<file path="src/rtl/mhf_pkg.sv">
package mhf_pkg;
  localparam int BYTE_W     = 8;
  localparam int MAC_BYTES  = 6;
  localparam int HASH_BITS  = 64;
  localparam int HASH_BYTES = HASH_BITS / BYTE_W;
  localparam int HIDX_W     = $clog2(HASH_BITS);
  localparam int CNT_W      = $clog2(MAC_BYTES + 1);
  localparam int ADDR_W     = 8;
  localparam int CRC_W      = 32;
  localparam logic [CRC_W-1:0] CRC_POLY = 32'hEDB88320;
  localparam logic [CRC_W-1:0] CRC_SEED = '1;
  localparam logic [ADDR_W-1:0] STA_BASE  = 8'h10;
  localparam logic [ADDR_W-1:0] HASH_BASE = 8'h16;

  // Strobes from the sequencer to the datapath
  typedef struct packed {
    logic             clrCrc;
    logic             loadByte;
    logic             lastByte;
    logic [CNT_W-1:0] byteIdx;
  } ctrlStrobes_t;

  // One byte of reflected CRC-32, LSB first, no inversion
  function automatic logic [CRC_W-1:0] crcByte(input logic [CRC_W-1:0] c,
                                               input logic [BYTE_W-1:0] d);
    logic [CRC_W-1:0] r;
    r = c;
    for (int i = 0; i < BYTE_W; i++) begin
      if (r[0] ^ d[i]) r = (r >> 1) ^ CRC_POLY;
      else             r = r >> 1;
    end
    return r;
  endfunction
endpackage

</file>
<file path="src/rtl/mhf_ctrl.sv">
module mhf_ctrl
  import mhf_pkg::*;
(
  input  logic         clk,
  input  logic         rstN,
  input  logic         frameStart,
  input  logic         byteValid,
  output ctrlStrobes_t strobes
);
  logic [CNT_W-1:0] byteCnt;
  logic [CNT_W-1:0] effCnt;
  logic             takeByte;

  // a frame start restarts the count in the same cycle
  assign effCnt   = frameStart ? '0 : byteCnt;
  // only the first MAC_BYTES bytes are taken
  assign takeByte = byteValid && (effCnt < CNT_W'(MAC_BYTES));

  always_comb begin
    strobes.clrCrc   = frameStart;
    strobes.loadByte = takeByte;
    strobes.lastByte = takeByte && (effCnt == CNT_W'(MAC_BYTES - 1));
    strobes.byteIdx  = effCnt;
  end

  // idle (full) count after reset, so stray bytes are ignored
  always_ff @(posedge clk or negedge rstN) begin
    if (!rstN)         byteCnt <= CNT_W'(MAC_BYTES);
    else if (takeByte) byteCnt <= effCnt + 1'b1;
    else               byteCnt <= effCnt;
  end
endmodule

</file>
<file path="src/rtl/mhf_datapath.sv">
module mhf_datapath
  import mhf_pkg::*;
(
  input  logic              clk,
  input  logic              rstN,
  input  logic              regWrEn,
  input  logic [ADDR_W-1:0] regAddr,
  input  logic [BYTE_W-1:0] regWrData,
  input  logic              promiscEn,
  input  logic [BYTE_W-1:0] byteData,
  input  ctrlStrobes_t      strobes,
  output logic              verdictStrobe,
  output logic              verdictAccept
);
  logic [BYTE_W-1:0]    staReg  [MAC_BYTES];
  logic [BYTE_W-1:0]    hashReg [HASH_BYTES];
  logic [BYTE_W-1:0]    destBuf [MAC_BYTES-1];
  logic [HASH_BITS-1:0] hashVec;
  logic [MAC_BYTES-1:0] byteMatch;
  logic [CRC_W-1:0]     crcReg, crcIn, crcNext;
  logic [HIDX_W-1:0]    hashIdx;
  logic                 isGroup, hashHit, uniHit, decision;

  // station address registers, index STA_BASE + k holds wire byte k
  for (genvar g = 0; g < MAC_BYTES; g++) begin : g_sta
    always_ff @(posedge clk or negedge rstN) begin
      if (!rstN) staReg[g] <= '0;
      else if (regWrEn && regAddr == ADDR_W'(STA_BASE + g)) staReg[g] <= regWrData;
    end
  end

  // hash table bytes, least significant at HASH_BASE
  for (genvar g = 0; g < HASH_BYTES; g++) begin : g_hash
    always_ff @(posedge clk or negedge rstN) begin
      if (!rstN) hashReg[g] <= '0;
      else if (regWrEn && regAddr == ADDR_W'(HASH_BASE + g)) hashReg[g] <= regWrData;
    end
    assign hashVec[g*BYTE_W +: BYTE_W] = hashReg[g];
  end

  // Capture all but the final byte; the final one is compared in flight
  for (genvar g = 0; g < MAC_BYTES - 1; g++) begin : g_dest
    always_ff @(posedge clk or negedge rstN) begin
      if (!rstN) destBuf[g] <= '0;
      else if (strobes.loadByte && strobes.byteIdx == CNT_W'(g)) destBuf[g] <= byteData;
    end
  end

  // per-byte exact comparison
  for (genvar g = 0; g < MAC_BYTES; g++) begin : g_cmp
    if (g == MAC_BYTES - 1) begin : g_live
      assign byteMatch[g] = (byteData == staReg[g]);
    end else begin : g_held
      assign byteMatch[g] = (destBuf[g] == staReg[g]);
    end
  end

  // CRC seeded on frame start, advanced per taken byte
  assign crcIn   = strobes.clrCrc ? CRC_SEED : crcReg;
  assign crcNext = crcByte(crcIn, byteData);

  always_ff @(posedge clk or negedge rstN) begin
    if (!rstN)                 crcReg <= CRC_SEED;
    else if (strobes.loadByte) crcReg <= crcNext;
    else if (strobes.clrCrc)   crcReg <= CRC_SEED;
  end

  assign hashIdx = crcNext[HIDX_W-1:0];
  assign hashHit = hashVec[hashIdx];
  assign uniHit  = &byteMatch;
  assign isGroup = destBuf[0][0];   // class from first wire byte bit 0

  // promiscuous overrides the class decision
  always_comb begin
    if (promiscEn)    decision = 1'b1;
    else if (isGroup) decision = hashHit;
    else              decision = uniHit;
  end

  // registered single-cycle verdict
  always_ff @(posedge clk or negedge rstN) begin
    if (!rstN) begin
      verdictStrobe <= 1'b0;
      verdictAccept <= 1'b0;
    end else begin
      verdictStrobe <= strobes.lastByte;
      verdictAccept <= strobes.lastByte && decision;
    end
  end
endmodule

</file>
<file path="src/rtl/mcast_hash_filter.sv">
module mcast_hash_filter
  import mhf_pkg::*;
(
  input  logic              clk,
  input  logic              rstN,
  input  logic              regWrEn,
  input  logic [ADDR_W-1:0] regAddr,
  input  logic [BYTE_W-1:0] regWrData,
  input  logic              promiscEn,
  input  logic              frameStart,
  input  logic              byteValid,
  input  logic [BYTE_W-1:0] byteData,
  output logic              verdictStrobe,
  output logic              verdictAccept
);
  ctrlStrobes_t strobes;

  mhf_ctrl u_ctrl (
    .clk        (clk),
    .rstN       (rstN),
    .frameStart (frameStart),
    .byteValid  (byteValid),
    .strobes    (strobes)
  );

  mhf_datapath u_dp (
    .clk           (clk),
    .rstN          (rstN),
    .regWrEn       (regWrEn),
    .regAddr       (regAddr),
    .regWrData     (regWrData),
    .promiscEn     (promiscEn),
    .byteData      (byteData),
    .strobes       (strobes),
    .verdictStrobe (verdictStrobe),
    .verdictAccept (verdictAccept)
  );
endmodule

</file>
<file path="config.mk">
export PLATFORM = sky130hd
export DESIGN_NAME = mcast_hash_filter
export DESIGN_NICKNAME = d
export VERILOG_FILES = /design/src/rtl/mhf_pkg.sv /design/src/rtl/mhf_ctrl.sv /design/src/rtl/mhf_datapath.sv /design/src/rtl/mcast_hash_filter.sv
export SDC_FILE = /design/constraint.sdc
export NUM_CORES = 1
export LEC_CHECK = 0
export BUFFER_PORTS_ARGS = -buffer_cell sky130_fd_sc_hd__buf_4
export CAP_MARGIN = 20
export CORE_UTILIZATION = 35
export DETAILED_ROUTE_END_ITERATION = 12
export PLACE_DENSITY = 0.57
export SYNTH_ARGS = -nofsm -noshare
export SYNTH_HDL_FRONTEND = slang
export SYNTH_SLANG_ARGS = --single-unit
</file>
<file path="constraint.sdc">
create_clock -name clk -period 3.81 [get_ports clk]
set_input_delay 0 -clock clk [delete_from_list [all_inputs] [get_ports clk]]
set_output_delay 0 -clock clk [all_outputs]
set_load 0.01 [all_outputs]
</file>
## Yosys cells after proc, flatten, opt, wreduce, memory -nomap -nowiden

Cells that the tools add are included.

| storage, ports and cells | value |
|---|---|
| flip-flop bits (word level) | 189 |
| latch bits | 0 |
| RAM bits | 0 |
| memory bits (read-only) | 0 |
| input bits | 30 |
| output and inout port bits | 2 |
| memories | 0 |

| cells by class | value |
|---|---|
| $add $sub $neg | 1 |
| multiply operators | 0 |
| div/mod/pow operators | 0 |
| magnitude comparators | 2 |
| equal/unequal tests | 25 |
| shift-type cells | 0 |
| mux-type cells | 16 |
| bitwise logic cells | 16 |
| reduce and logical (&&, ||, !) cells | 24 |

Operators with widths:

| cell | count |
|---|---|
| $mux 32 | 10 |
| $eq 8x5->1 const B | 14 |
| $not 13->14 | 8 |
| $eq 8x8->1 | 6 |
| $logic_and 1x1->1 | 22 |
| $xor 1x1->1 | 8 |
| $lt 6x7->1 const B | 1 |
| $bmux 1 s6 | 1 |
| $eq 3x2->1 const B | 2 |
| $eq 3x3->1 const B | 2 |
| $mux 3 | 2 |
| $reduce_and 6->1 | 1 |
| $add 3x1->3 const B | 1 |
| $eq 3x1->1 const B | 1 |
| $logic_not 3->1 | 1 |
| $lt 3x3->1 const B | 1 |
| $mux 1 | 3 |

## Logic depth before layout (Yosys ltp)

Gate-level depths: netlist of the first run.

| depth | value |
|---|---|
| depth after elaboration | 22 |
| mapped depth | 12 |
| gate-level depth less buffers | 8 |

## Hierarchy

From an unflattened synthesis of the first run, not the netlist that was laid out.

| unflattened totals | value |
|---|---|
| cells, all modules | 790 |
| area, all modules | 9550.4 um^2 |

By module, submodules not included:

| module | times used | cells each | area an instance (um^2) |
|---|---|---|---|
| mhf_datapath | 1 | 770 | 9356.5 |
| mhf_ctrl | 1 | 20 | 193.9 |

## Worst setup path after synthesis of the first run

No wires, ideal clock.

| timing path | value |
|---|---|
| path kind | register -> register |
| start | register u_dp.crcReg[2] |
| end | register u_dp.verdictAccept |
| setup time | 0.130 ns |
| arrival | 2.509 ns |
| setup slack | 1.171 ns |
| stages on the path, launching flop included | 12 |
| buffers on the path | 3 |
| period minus slack after synthesis | 2.639 ns |
| path through | dfstp_2 -> buf_6 -> xnor2_2 -> or3_1 -> buf_6 -> and2_4 -> buf_6 -> a211o_1 -> a32o_1 -> a221o_1 -> a211oi_2 -> o22ai_1 |

| between the ends | value |
|---|---|
| word-level cells in the longest chain between the ends | 17 |

Ends and longest elaborated chain:

| item | RTL line | text |
|---|---|---|
| from (decl) | mhf_datapath.sv:20 | `logic [CRC_W-1:0] crcReg, crcIn, crcNext;` |
| from (signal assigned) | mhf_datapath.sv:64 | `else if (strobes.loadByte) crcReg <= crcNext;` |
| $mux 32 * | mhf_datapath.sv:59 | `assign crcIn = strobes.clrCrc ? CRC_SEED : crcReg;` |
| $mux 32 * (2 in a row) | mhf_pkg.sv:29 | `if (r[0] ^ d[i]) r = (r >> 1) ^ CRC_POLY;` |
| $xor 1x1->1 * | mhf_pkg.sv:29 |  |
| $mux 32 * | mhf_pkg.sv:29 |  |
| $not 13->14 (no source line) | -- |  |
| $mux 32 * (3 in a row) | mhf_pkg.sv:29 |  |
| $not 13->14 (no source line) | -- |  |
| $mux 32 * (2 in a row) | mhf_pkg.sv:29 |  |
| $bmux 1 s6 * | mhf_datapath.sv:69 | `assign hashHit = hashVec[hashIdx];` |
| $mux 1 (implied by the code) * | mhf_datapath.sv:69 |  |
| $mux 1 * | mhf_datapath.sv:76 | `else if (isGroup) decision = hashHit;` |
| $mux 1 * | mhf_datapath.sv:75 | `if (promiscEn) decision = 1'b1;` |
| $logic_and 1x1->1 * | mhf_datapath.sv:87 | `verdictAccept <= strobes.lastByte && decision;` |
| to (signal assigned) | mhf_datapath.sv:87 |  |
| to (decl) | mhf_datapath.sv:13 | `output logic verdictAccept` |

Mark *: on every way between the ends. The rest lies on a longest branch, timed or not. The select of a mux whose other input is x is not followed.
A chain may end at the register's enable or synchronous reset.

## Final worst setup path of the first run

Ends and elaborated chain as after synthesis.

==> impl_metrics.csv, run 1 <==
group,metric,value,unit
pwr,internal_power,0.00439,W
placement,placed_cell_area,10300,sq um
setup_path,cp_top_family,"compound AO/OA/AOI/OAI gates",
synth,synth_nets,850,
synth,synth_edf_count,0,
sta,setup_viol,0,
setup_path,start_kind,"flip-flop",
setup_path,r2r_cells,8,
pwr,combPwrFrac,32.6,%
setup_path,worstPathRequired,4110,ps
synth,seq_area_frac_synth,49.1,%
setup_path,cp_max_fo,21,
detailed_routing,detail-route-antenna-nets,0,
global_route,track_usage,17.6,%
setup_path,worstReg2RegEnd,"u_dp.verdictAccept$_DFF_PN0_",
pwr,pwr-share-seq,41.0,%
clock_network,cts.htree.levels,4,
pwr,swShare,34.0,%
setup_path,cpPeakStageDelay,630,ps
layout,area_delta_synth_final,13.3,%
sta,final.min_clock_period,3020,ps
setup_path,path_depth,8,
layout,drive_gt1_share,32.4,%
hold_path,hold_path.startpoint,"regWrData[0]",
clock_network,cts_tree,"built",
pwr,finalPower,0.00665,W
pwr,p_leak,4.89,nW
setup_path,rrSetupSlack,790,ps
detailed_routing,wl_per_cell,19.2,um
floorplan,die_w,169,um
sta,tightest_slew,1080,ps
sta,max_slew_margin,27.6,%
pwr,switchingPower,0.00226,W
detailed_routing,vias,6200,
placement,dpl.hpwl,15600,um
synth,synth_area,9720,sq um
sta,fin_setup_tns,0,ps
hold_path,worstHoldPathType,"input pin to flip-flop",
run_status,status,"complete, no violations",
setup_path,cp_cell_sequence,"xnor2_2 > o21ai_1 > and2_4 > mux4_2 > a22oi_1 > a21oi_1 > a211oi_2 > o22ai_1",
layout,antenna_cells,0,
setup_path,arrival,3320,ps
synth,synth_cell_type_count,47,
hold_path,hold_depth,2,
setup_path,path_buf_inv,0,
clock_network,cts_sinks,189,
sta,post-route-period-util,79.3,%
synth,synth_ff_type,"dfrtp_1",
pwr,clock_power_share,26.3,%
floorplan,num_rows,60,
floorplan,start_util,35.8,%
clock_network,clk_latency,440,ps
detailed_routing,firstDrtPassIters,4,
floorplan,dieHeight,169,um
setup_path,cp-end-kind,"flip-flop",
setup_path,reg2reg_from,"u_dp.crcReg[2]$_DFF_PN1_",
detailed_routing,drt_iter0_markers,446,
global_route,grt_overflow,0,
global_route,first_global_vias,6341,
sta,finalHoldViolCount,0,
sta,finClkSkew,20.6,ps
synth,yosysWarnings,0,
clock_network,numCtsBuffers,17,
clock_network,clkTransAtPathRegs,80,ps
clock_network,cts_resized,0,
layout,nNetsFinal,876,
clock_network,cts_root_buf,"clkbuf_16",
global_route,grt_pass1_wl,37700,um
setup_path,crit_type,"flip-flop to flip-flop",
job,drv_cap,0,
global_route,grt_max_degree,95,
synth,async_reset_ff_share,100,%
setup_path,slowest_stage,"dfstp_2",
placement,place.gp.congestion,0.801,
placement,port_buffers,31,
floorplan,ioPinCount,32,
sta,rsz0062_at_grt,"no",
clock_network,cts_buffer_depth,2,
synth,ys_seq_elements,189,
pwr,power_density,605,nW/um^2
pwr,peakVddDrop,0.345,mV
synth,syn_area_per_cell,11.9,sq um
sta,maxSlewViolCount,0,
layout,fin_area,11000,sq um
global_route,antenna_found_initial,0,
floorplan,fp.dieArea,28400,sq um
detailed_routing,wl,23600,um
detailed_routing,via_per_inst,5.06,
floorplan,core,27100,sq um
synth,synth_cells,815,
detailed_routing,drc,0,
sta,fmax,0.331,GHz
hold_path,hold_path_end,"u_dp.staReg[8]$_DFFE_PN0P_",
metal layers:
layer	vias up	wire length (um)	global-route usage, %
li1	2905	-	-
met4	0	198	4.66
met5	-	0	0
met3	14	766	2.50
met1	3188	11600	25.4
met2	93	11000	27.5
cell type report:
class                           count  area [sq um]
Tap cell                          372           465
Clock inverter                     13           125
Multi-Input combinational cell    570          4720
Inverter                           10          37.5
Fill cell                        2626         16100
Clock buffer                       19           453
Timing Repair Buffer               53           434
Sequential cell                   189          4770
registers in the layout (all words and copies together) (netlist names):
register / cells
u_dp.crcReg: 32
u_dp.hashReg: 64
u_dp.staReg: 48
u_ctrl.byteCnt: 3
u_dp.destBuf: 40
u_dp.verdictAccept: 1
u_dp.verdictStrobe: 1
cell usage after synthesis (all sizes together) (4+ instances only):
master  number  area, sq um
buf         16         96.3
o21ai       30          150
dfrtp      155         3880
xnor3        6          135
nand4        8         50.1
nor2        59          221
a211oi       4         35.0
ha           5         62.6
nor3        10         50.1
nand2b       8         50.1
and2         8         52.6
a21oi       26          130
nor4         7         43.8
xnor2       70          636
clkbuf      30          114
xor2        39          342
a211o       10         87.6
mux2i        9         90.1
a21boi       4         30.0
nand3       11         55.1
a22oi       10         75.1
mux4         6          135
nand2       34          128
mux2       155         1750
o22ai        9         56.3
or3         11         68.8
inv         10         37.5
nor2b       14         87.6
dfstp       34          893
stage by stage:
step           instances  utilization, %  hold WS [ps]  setup slack [ps]
2_1_floorplan        815               -          -296              1170
3_3_place_gp        1182            38.0           137               901
3_5_place_dp        1182            38.0           137               787
4_1_cts             1226            40.6          8.17               765
5_1_grt             1226            40.6          17.9               560
6_report            1226            40.6          10.2               790
worst max-delay path by stage:
stage / startpoint / to / slack [ps]
after floorplan: u_dp.crcReg[2]$_DFF_PN1_ / u_dp.verdictAccept$_DFF_PN0_ / 1170
after global placement: u_dp.crcReg[2]$_DFF_PN1_ / u_dp.verdictAccept$_DFF_PN0_ / 900
after global routing: u_dp.crcReg[2]$_DFF_PN1_ / u_dp.verdictAccept$_DFF_PN0_ / 560
after detailed placement: u_dp.crcReg[2]$_DFF_PN1_ / u_dp.verdictAccept$_DFF_PN0_ / 790
after CTS: u_dp.crcReg[2]$_DFF_PN1_ / u_dp.verdictAccept$_DFF_PN0_ / 760
final: u_dp.crcReg[2]$_DFF_PN1_ / u_dp.verdictAccept$_DFF_PN0_ / 790
cell families (layout without fill, tap and decap cells):
kind of cell	count (synthesis)	in the layout	synth area share, %
AOI/OAI and AO/OA	105	105	6.90
xor gates and xnor gates	117	117	11.9
adders and majority gates	5	5	0.644
buffers and inverters	56	95	2.55
DFF	189	189	49.1
muxes	170	170	20.3
and+or+nand+nor	173	173	8.56
power groups by stage:
stage | Combinational (W) | Sequential (W) | Clock, W
after floorplan | 0.00173 | 0.00267 | 0
after global placement | 0.00215 | 0.00276 | 0
after detailed placement | 0.00217 | 0.00276 | 0
after CTS | 0.00219 | 0.00273 | 0.00180
after global routing | 0.00239 | 0.00278 | 0.00188
final | 0.00217 | 0.00273 | 0.00175
what timing repair did:
action,CTS,global route
buffers inserted,0,0
endpoints found under the hold margin,110,0
hold buffers,12,0
cell usage in the layout, fill, tap and decap left out, types with 7 or more instances in the layout:
| cell | Yosys | final |
|---|---|---|
| mux2_2 | 155 | 155 |
| dfrtp_1 | 155 | 155 |
| xnor2_1 | 67 | 66 |
| nor2_1 | 59 | 59 |
| buf_4 | 0 | 40 |
| xor2_1 | 39 | 39 |
| nand2_1 | 34 | 34 |
| dfstp_2 | 34 | 34 |
| o21ai_0 | 26 | 26 |
| a21oi_1 | 26 | 25 |
| clkbuf_16 | 0 | 17 |
| nor2b_1 | 14 | 14 |
| dlygate4sd3_1 | 0 | 12 |
| or3_1 | 11 | 11 |
| nand3_1 | 11 | 11 |
| inv_1 | 10 | 10 |
| a22oi_1 | 10 | 10 |
| a211o_1 | 10 | 10 |
| o22ai_1 | 9 | 9 |
| mux2i_1 | 9 | 9 |
| nor3_1 | 10 | 8 |
| nand4_1 | 8 | 8 |
| nand2b_1 | 8 | 8 |
| nor4_1 | 7 | 7 |
| and2_1 | 7 | 7 |
No activity file was read; power rests on OpenSTA's default activity.
==> run 2: changes to the inputs <==
--- a/config.mk
+++ b/config.mk
@@ -5,11 +5,12 @@
 export SDC_FILE = /design/constraint.sdc
 export NUM_CORES = 1
 export LEC_CHECK = 0
+export ABC_AREA = 1
 export BUFFER_PORTS_ARGS = -buffer_cell sky130_fd_sc_hd__buf_4
 export CAP_MARGIN = 20
 export CORE_UTILIZATION = 35
 export DETAILED_ROUTE_END_ITERATION = 12
-export PLACE_DENSITY = 0.57
+export PLACE_DENSITY = 0.59
 export SYNTH_ARGS = -nofsm -noshare
 export SYNTH_HDL_FRONTEND = slang
 export SYNTH_SLANG_ARGS = --single-unit
==> constraint.sdc (replaced) <==
create_clock -name clk -period 2.55 [get_ports clk]
set_input_delay 0 -clock clk [delete_from_list [all_inputs] [get_ports clk]]
set_output_delay 0 -clock clk [all_outputs]
set_load 0.01 [all_outputs]
==> run 2 against run 1 <==
Hold slack better by 33 ps. Core utilization is 0.32 points lower. Power is 32% higher. Setup slack lost 560 ps. Register-to-register slack got worse by 560 ps. Critical path type unchanged. Largest cell class unchanged.
==> impl_metrics.csv, run 2 <==
group,metric,value,unit
sta,fmax,0.431,GHz
synth,seq_area_frac_synth,49.4,%
clock_network,cts.htree.levels,4,
floorplan,start_util,35.7,%
layout,area_delta_synth_final,12.7,%
synth,synth_nets,1219,
floorplan,dieHeight,168,um
detailed_routing,wl_per_cell,16.6,um
pwr,clock_power_share,29.5,%
sta,fin_setup_tns,0,ps
setup_path,cpPeakStageDelay,540,ps
clock_network,cts_buffer_depth,2,
setup_path,crit_type,"flip-flop to flip-flop",
pwr,switchingPower,0.00307,W
pwr,p_leak,5.10,nW
synth,synth_edf_count,0,
sta,setup_viol,0,
layout,final_common_cell,"nand2_1",
sta,final.min_clock_period,2320,ps
layout,register_area,4770,sq um
setup_path,worstPathRequired,2870,ps
clock_network,cts_root_buf,"clkbuf_16",
floorplan,num_rows,60,
global_route,grt_max_degree,65,
setup_path,path_common_cell,"nand2_1",
synth,yosysTopAreaCellShare,40.2,%
global_route,grt_overflow,0,
placement,place.gp.congestion,0.842,
pwr,combPwrFrac,26.5,%
synth,synth_cells,1184,
sta,tightest_slew,781,ps
global_route,antenna_found_initial,0,
sta,finClkSkew,12.4,ps
layout,multi_input_area,4380,sq um
layout,final_util,40.3,%
floorplan,core,27000,sq um
global_route,track_usage,19.3,%
floorplan,fp.dieArea,28300,sq um
synth,yosys.cell_count.top_type,"nand2_1",
pwr,internal_power,0.00569,W
layout,top_regs,"u_dp.hashReg: 64 flops, u_dp.staReg: 48 flops, u_dp.destBuf: 40 flops",
sta,maxSlewViolCount,0,
detailed_routing,drt_iter0_markers,579,
pwr,peakVddDrop,0.474,mV
sta,post-route-period-util,90.9,%
detailed_routing,firstDrtPassIters,5,
sta,finalHoldViolCount,0,
setup_path,slowest_stage,"dfstp_2",
global_route,grt_pass1_wl,41900,um
setup_path,cp_max_fo,5,
setup_path,path_buf_inv,2,
run_status,status,"complete, no violations",
global_route,first_global_vias,7481,
synth,synth_area,9660,sq um
detailed_routing,via_per_inst,5.04,
job,drv_cap,0,
pwr,power_density,805,nW/um^2
setup_path,cp-end-kind,"flip-flop",
pwr,pwr-share-seq,44.0,%
synth,syn_area_per_cell,8.16,sq um
floorplan,ioPinCount,32,
setup_path,cp_top_family,"simple AND/OR/NAND/NOR gates",
placement,dpl.hpwl,18100,um
floorplan,die_w,168,um
setup_path,start_kind,"flip-flop",
clock_network,numCtsBuffers,17,
setup_path,arrival,2640,ps
synth,async_reset_ff_share,100,%
placement,port_buffers,31,
clock_network,cts_tree,"built",
detailed_routing,drc,0,
layout,final_cell_mix,"387 x nand2_1, 199 x o21ai_0, 155 x dfrtp_1, 76 x inv_1, 68 x nand3_1",
synth,netlist_top_cells_count,"388 x nand2_1, 199 x o21ai_0, 155 x dfrtp_1",
clock_network,postCtsSetupBuffers,0,
pwr,swShare,35.0,%
layout,drive_gt1_share,13.5,%
layout,num-fill-cells,2756,
layout,largest_reg_flops,64,
hold_path,worstHoldPathType,"input pin to flip-flop",
setup_path,cp_cell_sequence,"inv_1 > nand2_1 > nand2_1 > nand2_4 > nand2_1 > and2_1 > xor2_2 > xnor2_1 > inv_1 > nand3_1 > nand2_1 > nand2_1 > a21oi_1",
layout,antenna_cells,0,
synth,synth_ff_type,"dfrtp_1",
detailed_routing,wl,25900,um
synth,synth_area_leaders,"dfrtp_1 40%, nand2_1 15%, o21ai_0 10%",
synth,ys_seq_elements,189,
layout,largest-register,"u_dp.hashReg",
synth,synth_cell_type_count,43,
pwr,finalPower,0.00876,W
synth,synth_top_area_cell,"dfrtp_1",
sta,rsz0062_at_grt,"no",
detailed_routing,vias,7881,
layout,nNetsFinal,1247,
detailed_routing,detail-route-antenna-nets,0,
sta,max_slew_margin,47.8,%
clock_network,cts_sinks,189,
synth,yosysWarnings,0,
clock_network,clk_latency,450,ps
clock_network,clkTransAtPathRegs,80,ps
run 2: cells by family (layout without fill, tap and decap cells):
| kind of cell | Yosys count | in the layout | synth area share [%] |
|---|---|---|---|
| AO/OA/AOI/OAI | 228 | 228 | 12.3 |
| flip-flops | 189 | 189 | 49.4 |
| XOR/XNOR | 68 | 68 | 7.14 |
| adder cells (fa/ha/maj) | 5 | 5 | 0.648 |
| AND/OR/NAND/NOR | 566 | 566 | 25.2 |
| buffers and inverters | 128 | 168 | 5.36 |
run 2: worst paths after layout:
kind / from / end / slack (ps) / cells past startpoint
setup reg to reg: u_dp.crcReg[1]$_DFF_PN1_ / u_dp.verdictAccept$_DFF_PN0_ / 230 / 13
hold / removal: byteData[1] / u_dp.destBuf[1]$_DFFE_PN0P_ / 40 / 3
hold reg to reg: u_dp.staReg[38]$_DFFE_PN0P_ / u_dp.staReg[38]$_DFFE_PN0P_ / 480 / 2
max in group asynchronous: rstN / u_dp.crcReg[20]$_DFF_PN1_ / 1710 / 3
setup / recovery: u_dp.crcReg[1]$_DFF_PN1_ / u_dp.verdictAccept$_DFF_PN0_ / 230 / 13
min in group asynchronous: rstN / u_dp.staReg[23]$_DFFE_PN0P_ / 80 / 2
run 2: routing by layer:
metal	routed length (um)	global-route usage, %
met1	12600	28.0
met2	11700	30.1
met3	1380	3.20
met4	318	4.62
met5	0	0
run 2: repair_timing:
item / CTS / global route
hold buffers: 4 / 0
endpoints found under the setup margin: 0 / 1
hold endpoints to repair: 141 / 0
resized for setup: 0 / 1
run 2: area by class of cell:
| class | instances | area share [%] |
|---|---|---|
| repair buffers | 57 | 4.19 |
| well taps | 341 | 3.92 |
| clock inverters | 14 | 1.17 |
| clock buffers | 17 | 3.91 |
| multi-input cells | 867 | 40.2 |
| inverters | 80 | 2.76 |
| flip-flops and latches | 189 | 43.8 |
run 2: worst min-delay path, stage by stage:
cell	delay (ps)
buf_4	110
inv_1	150
o21ai_0	190
run 2: metrics by stage:
stage | instance area (sq um) | hold slack [ps] | setup WS [ps] | instances
detailed placement | 10300 | -2.32 | 252 | 1530
CTS | 10900 | 44.4 | 230 | 1565
global route | 10900 | 68.0 | 53.1 | 1565
floorplan | 9660 | -296 | 632 | 1184
global placement | 10300 | 1.07 | 299 | 1530
finish | 10900 | 43.2 | 232 | 1565
run 2: power by group through the flow:
stage | Sequential [W] | Clock, W | Combinational, W
detailed placement | 0.00389 | 0 | 0.00232
global route | 0.00391 | 0.00276 | 0.00263
CTS | 0.00385 | 0.00263 | 0.00233
global placement | 0.00389 | 0 | 0.00227
finish | 0.00385 | 0.00258 | 0.00232
floorplan | 0.00381 | 0 | 0.00170
==> run 3: changes to the inputs <==
--- a/config.mk
+++ b/config.mk
@@ -11,6 +11,7 @@
 export CORE_UTILIZATION = 35
 export DETAILED_ROUTE_END_ITERATION = 12
 export PLACE_DENSITY = 0.59
+export RECOVER_POWER = 50
 export SYNTH_ARGS = -nofsm -noshare
 export SYNTH_HDL_FRONTEND = slang
 export SYNTH_SLANG_ARGS = --single-unit
==> run 3 against run 2 <==
Power barely moved. Routed wire length barely moved. Clock-buffer cell count did not move. Critical path depth did not move. Die area did not move. Flip-flop and latch count did not move. Via count barely moved. Core utilization fell by 0.12 points. Register-to-register slack barely moved. Sequential power barely moved. Clock skew fell by 3.3 ps. Largest power group unchanged.
==> impl_metrics.csv, run 3 (synthesis gave the netlist of run 2 again) <==
group,metric,value,unit
detailed_routing,drt_iter0_markers,710,
placement,place.gp.congestion,0.842,
layout,top_regs,"u_dp.hashReg: 64 flops, u_dp.staReg: 48 flops, u_dp.destBuf: 40 flops",
clock_network,numCtsBuffers,17,
detailed_routing,detail-route-antenna-nets,0,
sta,tightest_slew,1390,ps
layout,final_cell_mix,"387 x nand2_1, 199 x o21ai_0, 155 x dfrtp_1, 76 x inv_1, 68 x nand3_1",
detailed_routing,wl,25900,um
floorplan,fp.dieArea,28300,sq um
layout,drive_gt1_share,13.4,%
setup_path,crit_type,"flip-flop to flip-flop",
floorplan,die_w,168,um
sta,post-route-period-util,90.8,%
sta,finalHoldViolCount,0,
floorplan,start_util,35.7,%
layout,area_delta_synth_final,12.4,%
clock_network,clkTransAtPathRegs,80,ps
sta,final.min_clock_period,2310,ps
setup_path,cpPeakStageDelay,560,ps
global_route,met1_usage,28.0,%
clock_network,cts_sinks,189,
sta,setup_viol,0,
floorplan,core,27000,sq um
placement,dpl.hpwl,18100,um
global_route,antenna_found_initial,0,
global_route,use_met3,3.20,%
pwr,p_leak,5.08,nW
layout,largest_reg_flops,64,
pwr,finalPower,0.00875,W
global_route,use_met2,30.1,%
layout,antenna_cells,0,
pwr,peakVddDrop,0.472,mV
detailed_routing,via_per_inst,5.04,
clock_network,cts.htree.levels,4,
global_route,grt_max_degree,65,
sta,finClkSkew,9.04,ps
setup_path,path_buf_inv,2,
hold_path,worstHoldPathType,"input pin to flip-flop",
setup_path,cp-end-kind,"flip-flop",
run_status,status,"complete, no violations",
setup_path,start_kind,"flip-flop",
placement,port_buffers,31,
setup_path,rrSetupSlack,240,ps
clock_network,cts_tree,"built",
clock_network,cts_root_buf,"clkbuf_16",
setup_path,arrival,2630,ps
floorplan,dieHeight,168,um
clock_network,clk_latency,440,ps
floorplan,ioPinCount,32,
detailed_routing,wl_per_cell,16.6,um
sta,rsz0062_at_grt,"no",
sta,fmax,0.432,GHz
setup_path,cp_top_family,"simple AND/OR/NAND/NOR gates",
global_route,grt_overflow,0,
job,drv_cap,0,
global_route,first_global_vias,7481,
setup_path,worstPathRequired,2870,ps
floorplan,num_rows,60,
layout,nNetsFinal,1247,
pwr,power_density,806,nW/um^2
detailed_routing,drc,0,
sta,fin_setup_tns,0,ps
detailed_routing,vias,7887,
clock_network,cts_buffer_depth,2,
setup_path,cp_max_fo,7,
setup_path,slowest_stage,"dfstp_2",
detailed_routing,firstDrtPassIters,5,
layout,largest-register,"u_dp.hashReg",
sta,max_slew_margin,7.65,%
clock_network,postCtsSetupBuffers,0,
layout,final_common_cell,"nand2_1",
sta,maxSlewViolCount,0,
setup_path,path_common_cell,"nand2_1",
global_route,top_usage_layer,"met2",
setup_path,cp_cell_sequence,"inv_1 > nand2_1 > nand2_2 > nand2_4 > xnor2_4 > xor2_2 > inv_1 > nand2_1 > nand3_1 > nand3_1 > nand2_1 > nand2_1 > a21oi_1",
global_route,track_usage,19.3,%
global_route,grt_pass1_wl,41900,um
-- run 3: area by class of cell --
type	instances	area, sq um
Clock buffer	17	425
Clock inverter	14	128
Fill cell	2759	16200
Inverter	80	300
Multi-Input combinational cell	867	4380
Sequential cell	189	4770
Tap cell	341	427
Timing Repair Buffer	57	424
-- run 3: path summary, 6_finish.rpt --
path                                                  start                      endpoint  cells after the start
worst max-delay path               u_dp.crcReg[2]$_DFF_PN1_  u_dp.verdictAccept$_DFF_PN0_                     13
worst min-delay path                            byteData[1]   u_dp.destBuf[1]$_DFFE_PN0P_                      3
worst max register to register     u_dp.crcReg[2]$_DFF_PN1_  u_dp.verdictAccept$_DFF_PN0_                     13
worst min register to register  u_dp.staReg[38]$_DFFE_PN0P_   u_dp.staReg[38]$_DFFE_PN0P_                      2
max in group asynchronous                              rstN  u_dp.hashReg[51]$_DFFE_PN0P_                      3
min in group asynchronous                              rstN   u_dp.staReg[34]$_DFFE_PN0P_                      2
-- run 3: metal layers --
metal | share of wire, % | routed length [um]
met1 | 50 | 12900
met4 | 1.1 | 286
met5 | 0 | 0
met3 | 3.9 | 1000
met2 | 45 | 11700
-- run 3: repair_timing --
| item | in CTS | in global routing |
|---|---|---|
| hold buffers | 4 | 0 |
| setup endpoints to repair | 0 | 1 |
| hold endpoints to repair | 141 | 0 |
| gates resized for setup | 0 | 1 |
-- run 3: worst register-to-register path, cell delays in order, from the launching register on --
cell	delay [ps]
dfstp_2	560
inv_1	40
nand2_1	100
nand2_2	110
nand2_4	150
xnor2_4	180
xor2_2	440
inv_1	170
nand2_1	100
nand3_1	80
nand3_1	90
nand2_1	70
nand2_1	60
a21oi_1	60
-- run 3: where the power goes --
group / switching (W) / internal, W / leakage (nW)
sequential: 0.000296 / 0.00356 / 2.46
combinational: 0.00147 / 0.000842 / 2.37
clock: 0.00130 / 0.00128 / 0.260
-- run 3: per-stage QoR --
stage                     setup slack, ps  hold WS, ps  std cells  utilization (%)  cell area [sq um]
after detailed placement              252        -2.32       1530             38.1              10300
final                                 236         41.2       1565             40.2              10900
after CTS                             230         44.4       1565             40.3              10900
after global placement                299         1.07       1530             38.1              10300
after global routing                 53.1         68.0       1565             40.2              10900
after floorplan                       632         -296       1184                -               9660
